$ cat config.mk
export PLATFORM = sky130hd
export DESIGN_NAME = tmr_match_top
export DESIGN_NICKNAME = d
export VERILOG_FILES = /design/src/rtl/tmr_pkg.sv /design/src/rtl/tmr_edge_sync.sv /design/src/rtl/tmr_regs.sv /design/src/rtl/tmr_core.sv /design/src/rtl/tmr_match_top.sv
export SDC_FILE = /design/constraint.sdc
export NUM_CORES = 1
export LEC_CHECK = 0
export ABC_AREA = 1
export BUFFER_PORTS_ARGS = -buffer_cell sky130_fd_sc_hd__buf_4
export CAP_MARGIN = 10
export CORE_MARGIN = 3
export CORE_UTILIZATION = 51
export CTS_CLUSTER_SIZE = 28
export DETAILED_ROUTE_END_ITERATION = 10
export PLACE_DENSITY = 0.76
export SYNTH_ARGS = -nofsm -noshare
export SYNTH_HDL_FRONTEND = slang
export SYNTH_SLANG_ARGS = --single-unit
$ cat constraint.sdc
create_clock -name clk -period 1.44 [get_ports clk]
set_input_delay 0.144 -clock clk [delete_from_list [all_inputs] [get_ports clk]]
set_output_delay 0.144 -clock clk [all_outputs]
set_load 0.005 [all_outputs]
$ cat src/rtl/tmr_pkg.sv
package tmr_pkg;

    localparam int ADDR_W = 2;

    localparam logic [ADDR_W-1:0] A_CTRL  = 2'd0;
    localparam logic [ADDR_W-1:0] A_CMP   = 2'd1;
    localparam logic [ADDR_W-1:0] A_STAT  = 2'd2;
    localparam logic [ADDR_W-1:0] A_COUNT = 2'd3;

    typedef enum logic [1:0] {
        SEL_HOLD = 2'b00,
        SEL_HIGH = 2'b01,
        SEL_LOW  = 2'b10,
        SEL_TOG  = 2'b11
    } out_sel_e;

    typedef struct packed {
        logic     en;
        logic     clr_on_match;
        out_sel_e sel;
    } ctrl_t;

endpackage

$ cat src/rtl/tmr_edge_sync.sv
module tmr_edge_sync #(
    parameter int STAGES = 2
) (
    input  logic clk,
    input  logic rst_n,
    input  logic async_in,
    output logic rise_pulse
);
    typedef struct packed {
        logic [STAGES-1:0] sync;
        logic              prev;
    } st_t;

    st_t s_d, s_q;

    always_comb begin
        s_d = s_q;
        s_d.sync[0] = async_in;
        for (int i = 1; i < STAGES; i++) begin
            s_d.sync[i] = s_q.sync[i-1];
        end
        s_d.prev = s_q.sync[STAGES-1];
    end

    always_ff @(posedge clk or negedge rst_n) begin
        if (!rst_n) s_q <= '0;
        else        s_q <= s_d;
    end

    assign rise_pulse = s_q.sync[STAGES-1] & ~s_q.prev;

endmodule

$ cat src/rtl/tmr_regs.sv
module tmr_regs
    import tmr_pkg::*;
#(
    parameter int CNT_W = 16
) (
    input  logic              clk,
    input  logic              rst_n,
    input  logic              wr_en,
    input  logic [ADDR_W-1:0] addr,
    input  logic [CNT_W-1:0]  wdata,
    input  logic              match,
    input  logic [CNT_W-1:0]  count,
    output ctrl_t             ctrl,
    output logic [CNT_W-1:0]  cmp_val,
    output logic              irq,
    output logic              sel_chg,
    output out_sel_e          sel_new,
    output logic [CNT_W-1:0]  rd_data
);
    localparam int CTRL_W = $bits(ctrl_t);

    typedef struct packed {
        ctrl_t            ctrl;
        logic [CNT_W-1:0] cmp;
        logic             irq;
    } rs_t;

    rs_t r_d, r_q;
    logic wr_ctrl, wr_cmp, wr_stat;

    assign wr_ctrl = wr_en && (addr == A_CTRL);
    assign wr_cmp  = wr_en && (addr == A_CMP);
    assign wr_stat = wr_en && (addr == A_STAT);

    always_comb begin
        r_d = r_q;
        if (wr_ctrl) begin
            r_d.ctrl.en           = wdata[0];
            r_d.ctrl.clr_on_match = wdata[1];
            r_d.ctrl.sel          = out_sel_e'(wdata[3:2]);
        end
        if (wr_cmp) r_d.cmp = wdata;
        if (match)               r_d.irq = 1'b1;
        else if (wr_stat && wdata[0]) r_d.irq = 1'b0;
    end

    always_ff @(posedge clk or negedge rst_n) begin
        if (!rst_n) r_q <= '0;
        else        r_q <= r_d;
    end

    assign ctrl    = r_q.ctrl;
    assign cmp_val = r_q.cmp;
    assign irq     = r_q.irq;
    assign sel_new = out_sel_e'(wdata[3:2]);
    assign sel_chg = wr_ctrl && (wdata[3:2] != r_q.ctrl.sel);

    always_comb begin
        rd_data = '0;
        case (addr)
            A_CTRL:  rd_data[CTRL_W-1:0] = {r_q.ctrl.sel, r_q.ctrl.clr_on_match, r_q.ctrl.en};
            A_CMP:   rd_data = r_q.cmp;
            A_STAT:  rd_data[0] = r_q.irq;
            default: rd_data = count;
        endcase
    end

endmodule

$ cat src/rtl/tmr_core.sv
module tmr_core
    import tmr_pkg::*;
#(
    parameter int CNT_W = 16
) (
    input  logic             clk,
    input  logic             rst_n,
    input  logic             tick,
    input  ctrl_t            ctrl,
    input  logic [CNT_W-1:0] cmp_val,
    input  logic             sel_chg,
    input  out_sel_e         sel_new,
    output logic             match,
    output logic [CNT_W-1:0] count,
    output logic             out_lvl
);
    localparam logic [CNT_W-1:0] ONE = CNT_W'(1);

    typedef struct packed {
        logic [CNT_W-1:0] count;
        logic             out;
    } cs_t;

    cs_t c_d, c_q;
    logic adv;

    assign adv   = tick && ctrl.en;
    assign match = adv && (c_q.count == cmp_val);

    always_comb begin
        c_d = c_q;
        if (adv) begin
            if (match && ctrl.clr_on_match) c_d.count = '0;
            else                            c_d.count = c_q.count + ONE;
        end
        if (match) begin
            case (ctrl.sel)
                SEL_HIGH: c_d.out = 1'b1;
                SEL_LOW:  c_d.out = 1'b0;
                SEL_TOG:  c_d.out = ~c_q.out;
                default:  c_d.out = c_q.out;
            endcase
        end else if (sel_chg) begin
            case (sel_new)
                SEL_HIGH: c_d.out = 1'b0;
                SEL_LOW:  c_d.out = 1'b1;
                default:  c_d.out = c_q.out;
            endcase
        end
    end

    always_ff @(posedge clk or negedge rst_n) begin
        if (!rst_n) c_q <= '0;
        else        c_q <= c_d;
    end

    assign count   = c_q.count;
    assign out_lvl = c_q.out;

endmodule

$ cat src/rtl/tmr_match_top.sv
module tmr_match_top
    import tmr_pkg::*;
#(
    parameter int CNT_W       = 16,
    parameter int SYNC_STAGES = 2
) (
    input  logic              clk,
    input  logic              rst_n,
    input  logic              cnt_clk,
    input  logic              wr_en,
    input  logic [ADDR_W-1:0] addr,
    input  logic [CNT_W-1:0]  wdata,
    output logic [CNT_W-1:0]  rd_data,
    output logic              cmp_out,
    output logic              irq
);
    logic             tick;
    logic             match;
    logic [CNT_W-1:0] count;
    logic [CNT_W-1:0] cmp_val;
    ctrl_t            ctrl;
    logic             sel_chg;
    out_sel_e         sel_new;

    tmr_edge_sync #(.STAGES(SYNC_STAGES)) u_sync (
        .clk        (clk),
        .rst_n      (rst_n),
        .async_in   (cnt_clk),
        .rise_pulse (tick)
    );

    tmr_regs #(.CNT_W(CNT_W)) u_regs (
        .clk     (clk),
        .rst_n   (rst_n),
        .wr_en   (wr_en),
        .addr    (addr),
        .wdata   (wdata),
        .match   (match),
        .count   (count),
        .ctrl    (ctrl),
        .cmp_val (cmp_val),
        .irq     (irq),
        .sel_chg (sel_chg),
        .sel_new (sel_new),
        .rd_data (rd_data)
    );

    tmr_core #(.CNT_W(CNT_W)) u_core (
        .clk     (clk),
        .rst_n   (rst_n),
        .tick    (tick),
        .ctrl    (ctrl),
        .cmp_val (cmp_val),
        .sel_chg (sel_chg),
        .sel_new (sel_new),
        .match   (match),
        .count   (count),
        .out_lvl (cmp_out)
    );

endmodule

==> results by group, run 1 <==
Outcome
  • Result of the run: finished with violations
  • Failing checks: negative setup slack

Detailed routing
  • Routed vias/inst: 5.553
  • Number of nets with antenna violations after routing: 0
  • Routed WL: 8421 µm
  • First-pass detailed-route iteration total: 6
  • Total number of vias: 2,732
  • Remaining routing DRC violations: 0
  • Routed length per placed instance: 17.12 µm
  • Number of violations reported at the end of detailed-routing iteration 0: 237

Logic synthesis
  • #FFs+latches synth: 41
  • Cell Area, Synth: 2467 µm²
  • Synth area leaders: dfrtp_1 42%, nand2_1 14%, inv_1 6.5%, nor2_1 4.6%, nor2_2 3.8%
  • Net count after synthesis: 354
  • Yosys warns: 0
  • Synth Instances: 328
  • Yosys top cell area share: 41.58%
  • Library cell occupying the most area in the post-synthesis netlist: dfrtp_1
  • Number of distinct library cells after synthesis: 31
  • Sequential element share of the synthesized area: 41.58%
  • Average cell area after synthesis: 7.522 µm²

Critical path
  • Type of the worst setup path: flip-flop to flip-flop
  • Register-to-register setup slack: -0.19 ns
  • Critical path endpoint category: flip-flop
  • CP max FO: 5
  • Launch point of the worst path: u_regs.cmp_val[5]$_DFFE_PN0P_
  • Startpoint of the lowest-slack register-to-register path: u_regs.cmp_val[5]$_DFFE_PN0P_
  • CP Launch Type: flip-flop
  • Register-to-Register Path Depth: 10
  • Required time at the worst-slack endpoint: 1.63 ns
  • Slowest cell on crit path: dfrtp_1
  • Slowest Stage Delay on Critical Path: 0.36 ns
  • Critical path buffers and inverters: 2
  • Arrival time worst endpoint: 1.82 ns
  • Reg-to-reg critical path endpoint: u_core.count[14]$_DFFE_PN0P_
  • Kind of cell with the highest combined delay on the critical path: simple AND/OR/NAND/NOR gates
  • Sequence of cells on the critical path: inv_1 > nand2_1 > nand2_1 > nor2_1 > nand2_1 > nor2_2 > nand3_2 > nor2_4 > buf_6 > nor2_2
  • Cell occurring most often along the worst timing path: nand2_1

Hold path
  • Hold path cells: 2
  • End point of the worst hold path: u_regs.cmp_val[13]$_DFFE_PN0P_
  • Hold path start: wdata[13]
  • Tightest Hold Check Type: primary input to flip-flop

Clocking
  • Number of buffers on the longest clock path: 2
  • TritonCTS clock tree: built
  • Clock transition at path regs: 0.08 ns
  • Deepest level of the CTS H-tree: 2
  • Clock latency on the worst-skew pair: 0.30 ns
  • CTS sink count: 41
  • Number of buffers added by the clock tree synthesis step: 5
  • Clock Tree Root: clkbuf_8

Timing
  • Normalized max-slew margin: 63.99%
  • Highest clock frequency the design can meet: 0.6153 GHz
  • Final max-slew violation count: 0
  • Final setup violation count: 18
  • Slew at the pin with the worst max-slew slack: 0.5401 ns
  • Period utilization: 112.9%
  • Final critical path time including I/O delays and setup: 1.625 ns
  • RSZ-0062 raised after global routing: yes
  • PnR worst setup slack: -0.1852 ns
  • Final hold vios: 0
  • Worst-case clock skew: 0.004902 ns

Global routing
  • GRT Residual Overflow: 0
  • Maximum number of pins on one net before global-route repair: 42
  • All-Layer GR Usage: 27.20%
  • Wire length of the first global-routing pass: 11,390 µm
  • Number of global-route vias before repair: 2,390
  • Antenna violations before repair: 0

Die
  • Horizontal die dimension: 75.56 µm
  • Initial standard-cell utilization of the core: 54.78%
  • Die footprint: 5709 µm²
  • Standard-cell row count: 24
  • Number of ports placed on the die boundary: 40
  • Core area: 4504 µm²
  • Vert. Die Dim: 75.56 µm

Cells and area
  • Number of diodes added for antenna fixing: 0
  • Post-route cell area: 3686 µm²
  • Share of cells above drive strength 1: 43.64%
  • Area grow syn2layout: 49.39%
  • Finished Core Util: 81.83%
  • Nets: 466
  • Fillers: 269

Power
  • Worst IR drop on VDD: 883.6 µV
  • Reported leakage power: 1.830 nW
  • Power density normalized to cell area: 967.1 nW/µm²

Placed design
  • Buffers added on ports: 39
  • DP Wirelength: 5315 µm
  • Final weighted congestion in routability-driven placement: 0.9479
  • Post-placement cell area: 3234 µm²

Run
  • Max_cap viols: 0
[cell usage after synthesis, drive strengths merged]
cell and instances:
nand2 90, nor2 47, inv 46, dfrtp 41, nand3 16, o21ai 16
a21oi 13, o22ai 12, nor3 11, xor2 7, xnor2 6, nand4 5
clkbuf 4, ha 4, buf 3, o221ai 2, a211oi 1, and2 1
mux2 1, mux2i 1, nor2b 1
[how the worst max path moves through the flow]
stage                              endpoint  slack [ns]  cells after the start
6_report       u_core.count[14]$_DFFE_PN0P_       -0.19                     10
5_1_grt         u_core.count[3]$_DFFE_PN0P_       -0.29                     10
4_1_cts        u_core.count[14]$_DFFE_PN0P_       -0.12                      7
3_5_place_dp   u_core.count[14]$_DFFE_PN0P_       -0.24                      7
3_3_place_gp   u_core.count[14]$_DFFE_PN0P_       -0.16                      7
2_1_floorplan  u_core.count[14]$_DFFE_PN0P_       0.006                      7
[registers in the layout (all words and copies together) (netlist names)]
signal,count
u_core.count,16
u_core.out_lvl,1
u_regs.irq,1
u_regs.ctrl,4
u_sync.s_q,1
u_sync.s_d,2
u_regs.cmp_val,16
[timing repair]
| action | in CTS | in global routing |
|---|---|---|
| gates resized for setup | 23 | 52 |
| hold buffers | 2 | 0 |
| buffers inserted | 5 | 7 |
| setup endpoints to repair | 17 | 21 |
| endpoints found under the hold margin | 42 | 0 |
| pin swaps | 20 | 34 |
[placed cells by master (no fill, tap or decap), types with 3 or more instances in the layout]
cell type | netlist | routed
dfrtp_1 | 41 | 39
nand3_4 | 2 | 3
nor2_1 | 30 | 22
ha_1 | 4 | 3
a21oi_1 | 13 | 12
nand3_2 | 1 | 3
o21ai_1 | 0 | 3
nor3_4 | 1 | 4
inv_1 | 43 | 37
nor3_2 | 1 | 4
o21ai_0 | 16 | 13
nand2_1 | 89 | 71
nand2_4 | 0 | 4
buf_4 | 0 | 104
inv_2 | 2 | 7
buf_6 | 2 | 6
nor2_2 | 15 | 16
nand3_1 | 13 | 10
nor3_1 | 9 | 3
nor2_4 | 2 | 9
xnor2_1 | 6 | 6
o22ai_1 | 12 | 10
clkbuf_8 | 0 | 6
nand2_2 | 1 | 15
nand4_1 | 5 | 5
xor2_1 | 7 | 5
[cells by family after synthesis]
logic type | share of synthesized area, %
buffers and inverters | 8.773
adders and majority gates | 2.028
and+or+nand+nor | 32.20
AOI/OAI and AO/OA | 9.939
muxes | 0.8621
xor gates and xnor gates | 4.615
DFF | 41.58
[cell type report]
type	instances	area [µm²]	share of cell area, %
clock buffer	7	86.33	2.342
inverter	46	177.7	4.820
multi-input combinational	234	1460	39.61
sequential	41	1028	27.90
tap	52	65.06	1.765
timing repair buffer	112	868.3	23.56
[through the flow]
step / total power [mW] / cells / hold slack, ns / setup WS (ns) / setup TNS [ns]
CTS: 3.319 / 486 / 0.08176 / -0.1236 / -1.130
global placement: 2.461 / 472 / 0.1574 / -0.1635 / -0.9574
detailed placement: 2.492 / 472 / 0.1658 / -0.2430 / -1.461
floorplan: 1.936 / 328 / -0.1516 / 0.005774 / 0
global route: 3.710 / 492 / 0.08743 / -0.2919 / -4.232
finish: 3.565 / 492 / 0.08064 / -0.1852 / -2.469
[power breakdown]
part	total (mW)	switching, mW	internal, mW
Clock	0.793	0.412	0.381
Sequential	1.47	0.162	1.31
Combinational	1.30	0.667	0.634
[layer usage]
layer	vias to the layer above	GRT usage (%)	share of wire, %
met5	-	0	0
met4	0	6.990	2.1
met3	19	4.090	5.4
met2	115	45.54	52
met1	1326	37.05	40
li1	1272	-	-
(Power assumes the default switching activity.)
==> inputs of run 2 (changes only) <==
--- a/config.mk
+++ b/config.mk
@@ -13,6 +13,7 @@
 export CTS_CLUSTER_SIZE = 28
 export DETAILED_ROUTE_END_ITERATION = 10
 export PLACE_DENSITY = 0.76
+export SETUP_SLACK_MARGIN = 0.02
 export SYNTH_ARGS = -nofsm -noshare
 export SYNTH_HDL_FRONTEND = slang
 export SYNTH_SLANG_ARGS = --single-unit
==> results by group, run 2 (synthesized netlist as in run 1, its figures left out) <==
Cells and area
  • Number of diodes added for antenna fixing: 0 (unchanged)
  • Share of cells above drive strength 1: 42.92% (-0.71 points)
  • Nets: 463 (-0.64%)
  • Area grow syn2layout: 47.87%
  • Post-route cell area: 3649 µm² (-1.0%)
  • Commonest cells after routing, fill and taps aside: 100 x buf_4, 73 x nand2_1, 40 x dfrtp_1
  • Most common library cell in the layout ignoring fill and taps: buf_4
  • Finished Core Util: 81.00% (-0.83 points)

Critical path
  • Register-to-Register Path Depth: 8 (-2)
  • Critical path endpoint category: flip-flop
  • Startpoint of the lowest-slack register-to-register path: u_core.count[3]$_DFFE_PN0P_
  • Type of the worst setup path: flip-flop to flip-flop
  • Arrival time worst endpoint: 1.82 ns (about the same)
  • Reg-to-reg critical path endpoint: u_core.count[14]$_DFFE_PN0P_
  • Crit path capture: u_core.count[14]$_DFFE_PN0P_
  • Register-to-register setup slack: -0.19 ns (about the same)
  • Launch point of the worst path: u_core.count[3]$_DFFE_PN0P_
  • CP max FO: 7 (+2)
  • CP Launch Type: flip-flop
  • Required time at the worst-slack endpoint: 1.63 ns (about the same)

Timing
  • Normalized max-slew margin: 64.16% (+0.17 points)
  • Period utilization: 113.3% (+0.39 points)
  • Worst-case clock skew: 0.004551 ns (-0.0003513 ns)
  • PnR worst setup slack: -0.1908 ns (-0.005635 ns)
  • Final max-slew violation count: 0 (unchanged)
  • Final critical path time including I/O delays and setup: 1.631 ns (+0.005635 ns)
  • Final hold vios: 0 (unchanged)
  • RSZ-0062 raised after global routing: yes
  • Highest clock frequency the design can meet: 0.6132 GHz (-0.35%)
  • Final setup violation count: 17 (-1)
  • Slew at the pin with the worst max-slew slack: 0.5376 ns (-0.002475 ns)

Run
  • Max_cap viols: 0 (unchanged)

Placed design
  • Final weighted congestion in routability-driven placement: 0.9137 (-3.6%)
  • Buffers added on ports: 39 (unchanged)
  • Pre-CTS setup slack: -0.1420 ns (+0.1010 ns)
  • DP Wirelength: 5191 µm (-2.3%)
  • Post-placement cell area: 3214 µm² (-0.62%)

Die
  • Number of ports placed on the die boundary: 40 (unchanged)
  • Standard-cell row count: 24 (unchanged)
  • Core area: 4504 µm² (unchanged)
  • Die footprint: 5709 µm² (unchanged)
  • Horizontal die dimension: 75.56 µm (unchanged)
  • Initial standard-cell utilization of the core: 54.78% (unchanged)
  • Vert. Die Dim: 75.56 µm (unchanged)

Detailed routing
  • Routed vias/inst: 5.541 (-0.22%)
  • Number of violations reported at the end of detailed-routing iteration 0: 232 (-2.1%)
  • Number of nets with antenna violations after routing: 0 (unchanged)
  • First-pass detailed-route iteration total: 5 (-1)
  • Routed WL: 8018 µm (-4.8%)
  • Routed length per placed instance: 16.36 µm (-4.4%)
  • Total number of vias: 2,715 (-0.62%)
  • Remaining routing DRC violations: 0 (unchanged)

Global routing
  • Wire length of the first global-routing pass: 11,810 µm (+3.7%)
  • Maximum number of pins on one net before global-route repair: 42 (unchanged)
  • GRT Residual Overflow: 0 (unchanged)
  • Number of global-route vias before repair: 2,547 (+6.6%)
  • All-Layer GR Usage: 27.83% (+0.62 points)
  • Antenna violations before repair: 0 (unchanged)

Clocking
  • Number of buffers on the longest clock path: 2 (unchanged)
  • Clock latency on the worst-skew pair: 0.30 ns (about the same)
  • TritonCTS clock tree: built
  • Clock transition at path regs: 0.08 ns (about the same)
  • Number of buffers added by the clock tree synthesis step: 5 (unchanged)
  • Deepest level of the CTS H-tree: 2 (unchanged)
  • CTS sink count: 41 (unchanged)
  • Clock Tree Root: clkbuf_8

Power
  • Total power: 3.528 mW (-1.0%)
  • Reported leakage power: 1.800 nW (-1.7%)
  • Power density normalized to cell area: 966.8 nW/µm² (about the same)
  • Worst IR drop on VDD: 672.3 µV (-24%)

Outcome
  • Failing checks: negative setup slack
  • Result of the run: finished with violations

Hold path
  • Tightest Hold Check Type: primary input to flip-flop
-- run 2: changes by cell type in the layout (fill, tap and decap cells not counted), moves of 2 or more --
cell     before  now
inv_2         7    9
nand2_4       4    2
nor2_2       16   14
nor3_2        4    6
buf_4       104  100
o21ai_0      13   15
o21ai_1       3    0
nand2_1      71   73
nor3_4        4    1
-- run 2: worst min path at each step --
stage,start,to,slack [ns],cells after the start
floorplan,rst_n,u_core.count[0]$_DFFE_PN0P_,-0.15,0
global placement,rst_n,u_regs.cmp_val[15]$_DFFE_PN0P_,0.16,1
detailed placement,rst_n,u_regs.cmp_val[15]$_DFFE_PN0P_,0.16,1
CTS,wdata[13],u_regs.cmp_val[13]$_DFFE_PN0P_,0.07,2
global route,wdata[13],u_regs.cmp_val[13]$_DFFE_PN0P_,0.07,2
finish,wdata[13],u_regs.cmp_val[13]$_DFFE_PN0P_,0.08,2
-- run 2: routing by layer --
metal | GRT usage (%) | routed length [µm]
met1 | 36.86 | 3157
met2 | 44.77 | 4002
met3 | 5.673 | 516
met4 | 11.07 | 341
met5 | 0 | 0
-- run 2: what timing repair did --
item                                    4_1_cts  5_1_grt
endpoints found under the setup margin       18       22
pin swaps                                    14       28
hold buffers                                  2        0
gates resized for setup                      12       51
setup buffers                                 6        9
hold endpoints to repair                     42        0
-- run 2: per-stage QoR --
step                hold WS (ns)  TNS (ns)  instances
CTS                      0.07227    -1.814        483
global route             0.07102    -4.097        490
detailed placement        0.1643    -1.684        467
finish                   0.07560    -2.620        490
global placement          0.1639   -0.9504        467
floorplan                -0.1516         0        328
-- run 2: final cells by class --
class / instances / area (µm²)
Multi-Input combinational cell: 234 / 1421
Fill cell: 281 / 855.8
Sequential cell: 41 / 1027
Clock buffer: 7 / 96.34
Inverter: 46 / 175.2
Timing Repair Buffer: 109 / 858.3
Tap cell: 52 / 65.06
Clock inverter: 1 / 5.005
-- run 2: where the power goes --
part	internal, mW	switching [mW]
Clock	0.433	0.404
Sequential	1.31	0.163
Combinational	0.580	0.642
-- run 2: critical path, stage by stage (launching register included) --
cell,delay (ns)
dfrtp_2,0.48
xor2_2,0.23
inv_1,0.08
nand2_1,0.08
nor2_2,0.13
nand3_2,0.11
nor2_4,0.21
buf_12,0.17
nor2_2,0.04
==> inputs of run 3 (changes only) <==
--- a/config.mk
+++ b/config.mk
@@ -13,6 +13,7 @@
 export CTS_CLUSTER_SIZE = 28
 export DETAILED_ROUTE_END_ITERATION = 10
 export PLACE_DENSITY = 0.76
+export RECOVER_POWER = 100
 export SETUP_SLACK_MARGIN = 0.02
 export SYNTH_ARGS = -nofsm -noshare
 export SYNTH_HDL_FRONTEND = slang
==> results by group, run 3 (synthesized netlist as in run 1, its figures left out) <==
Outcome
  • Result of the run: finished with violations
  • Failing checks: negative setup slack

Die
  • Standard-cell row count: 24 (unchanged)
  • Vert. Die Dim: 75.56 µm (unchanged)
  • Number of ports placed on the die boundary: 40 (unchanged)
  • Core area: 4504 µm² (unchanged)
  • Die footprint: 5709 µm² (unchanged)
  • Initial standard-cell utilization of the core: 54.78% (unchanged)
  • Horizontal die dimension: 75.56 µm (unchanged)

Global routing
  • Wire length of the first global-routing pass: 11,810 µm (unchanged)
  • Busiest layer in global routing: met2
  • Number of global-route vias before repair: 2,547 (unchanged)
  • Global-route met3 utilization: 5.673% (unchanged)
  • Maximum number of pins on one net before global-route repair: 42 (unchanged)
  • All-Layer GR Usage: 27.83% (unchanged)
  • Global-route track usage on met1: 36.86% (unchanged)
  • Antenna violations before repair: 0 (unchanged)
  • GRT Residual Overflow: 0 (unchanged)
  • Met2 demand-to-capacity share in global routing: 44.77% (unchanged)

Cells and area
  • Non-filler cells, final: 490 (unchanged)
  • Fillers: 289 (+2.8%)
  • Commonest cells after routing, fill and taps aside: 91 x buf_4, 73 x nand2_1, 40 x dfrtp_1
  • Post-route cell area: 3632 µm² (-0.45%)
  • Area grow syn2layout: 47.21%
  • Finished Core Util: 80.64% (-0.36 points)
  • Number of diodes added for antenna fixing: 0 (unchanged)
  • Nets: 463 (unchanged)
  • Most common library cell in the layout ignoring fill and taps: buf_4
  • Total area of sequential cells: 1027 µm² (unchanged)
  • Total area of multi-input combinational cells: 1421 µm² (unchanged)
  • Share of cells above drive strength 1: 42.24% (-0.68 points)

Critical path
  • Sequence of cells on the critical path: xor2_2 > inv_1 > nand2_1 > nor2_2 > nand3_2 > nor2_4 > buf_12 > nor2_2
  • Slowest cell on crit path: dfrtp_2
  • Cell occurring most often along the worst timing path: nor2_2
  • Critical path endpoint category: flip-flop
  • Arrival time worst endpoint: 1.82 ns (about the same)
  • Slowest Stage Delay on Critical Path: 0.48 ns (about the same)
  • Type of the worst setup path: flip-flop to flip-flop
  • Required time at the worst-slack endpoint: 1.63 ns (about the same)
  • CP Launch Type: flip-flop
  • CP max FO: 7 (unchanged)

Detailed routing
  • Routed WL: 7989 µm (-0.36%)
  • Remaining routing DRC violations: 0 (unchanged)
  • Total number of vias: 2,697 (-0.66%)
  • Number of nets with antenna violations after routing: 0 (unchanged)
  • First-pass detailed-route iteration total: 4 (-1)
  • Number of violations reported at the end of detailed-routing iteration 0: 225 (-3.0%)
  • Routed vias/inst: 5.504 (-0.66%)
  • Routed length per placed instance: 16.30 µm (-0.36%)

Clocking
  • Number of buffers added by the clock tree synthesis step: 5 (unchanged)
  • Clock transition at path regs: 0.08 ns (about the same)
  • Clock Tree Root: clkbuf_8
  • Clock latency on the worst-skew pair: 0.30 ns (about the same)
  • CTS sink count: 41 (unchanged)
  • Number of buffers on the longest clock path: 2 (unchanged)
  • TritonCTS clock tree: built
  • Deepest level of the CTS H-tree: 2 (unchanged)

Placed design
  • Post-placement cell area: 3214 µm² (unchanged)
  • Buffers added on ports: 39 (unchanged)
  • DP Wirelength: 5191 µm (unchanged)
  • DP Cell Count: 467 (unchanged)
  • Final weighted congestion in routability-driven placement: 0.9137 (unchanged)

Timing
  • Highest clock frequency the design can meet: 0.6147 GHz (+0.25%)
  • PnR worst setup slack: -0.1868 ns (+0.004060 ns)
  • Final setup violation count: 18 (+1)
  • Final critical path time including I/O delays and setup: 1.627 ns (-0.004060 ns)
  • Normalized max-slew margin: 30.11% (-34 points)
  • Period utilization: 113.0% (-0.28 points)
  • Final hold vios: 0 (unchanged)
  • RSZ-0062 raised after global routing: yes
  • Slew at the pin with the worst max-slew slack: 1.048 ns (+0.5108 ns)
  • Worst-case clock skew: 0.004714 ns (+0.0001625 ns)
  • Final max-slew violation count: 0 (unchanged)
  • Final worst hold slack: 0.07439 ns (-0.001210 ns)

Hold path
  • Tightest Hold Check Type: primary input to flip-flop

Run
  • Max_cap viols: 0 (unchanged)

Power
  • Worst IR drop on VDD: 672.4 µV (about the same)
  • Total power: 3.523 mW (-0.12%)
  • Reported leakage power: 1.787 nW (-0.74%)
  • Power density normalized to cell area: 970.0 nW/µm² (+0.33%)
[run 3: cell count changes in the layout (fill, tap and decap cells not counted)]
| cell | change |
|---|---|
| buf_4 | -9 |
| clkbuf_1 | +3 |
| clkbuf_2 | +2 |
| clkbuf_4 | +4 |
[run 3: path summary, 6_finish.rpt]
kind	startpoint	cells past startpoint	slack (ns)	to
min in group asynchronous	rst_n	2	0.55	u_regs.cmp_val[15]$_DFFE_PN0P_
worst max register to register	u_core.count[3]$_DFFE_PN0P_	8	-0.19	u_core.count[14]$_DFFE_PN0P_
worst max-delay path	u_core.count[3]$_DFFE_PN0P_	8	-0.19	u_core.count[14]$_DFFE_PN0P_
max in group asynchronous	rst_n	2	0.17	u_core.count[3]$_DFFE_PN0P_
worst min register to register	u_sync.s_d[2]$_DFF_PN0_	0	0.36	u_sync.s_d[0]$_DFF_PN0_
worst min-delay path	wdata[13]	2	0.07	u_regs.cmp_val[13]$_DFFE_PN0P_
[run 3: stage by stage]
stage               setup TNS, ns  setup WS [ns]
floorplan                       0        0.02571
global placement          -0.9504        -0.1247
detailed placement         -1.684        -0.1420
CTS                        -1.814        -0.1549
global route               -5.267        -0.2643
finish                     -2.604        -0.1868
[run 3: critical path, delay by kind of cell, from the launching register on]
kind	cells	cell delay (ns)
AND/OR/NAND/NOR	5	0.56
buffers and inverters	2	0.25
XOR/XNOR	1	0.23
flip-flops	1	0.48
[run 3: what timing repair did]
item / 4_1_cts / 5_1_grt
pin swaps: 14 / 28
hold buffers: 2 / 0
buffers inserted: 6 / 9
hold endpoints to repair: 42 / 0
setup endpoints to repair: 18 / 22
gates resized for setup: 12 / 51
[run 3: layer usage]
metal  part of all wire, %  up-vias
li1                      -     1267
met4                   4.0        0
met5                     0        -
met2                    50      116
met3                   6.1       32
met1                    40     1282
[run 3: power breakdown]
part | internal (mW) | leakage (nW) | switching (mW)
clock network | 0.433 | 0.0542 | 0.407
logic | 0.573 | 1.22 | 0.643
registers | 1.31 | 0.509 | 0.162
total | 2.31 | 1.79 | 1.21
[run 3: final cells by class]
class	instances	share of cell area, %
Sequential cell	41	28.28
Multi-Input combinational cell	234	39.13
Clock inverter	1	0.1378
Tap cell	52	1.791
Timing Repair Buffer	109	23.18
Clock buffer	7	2.652
Inverter	46	4.823
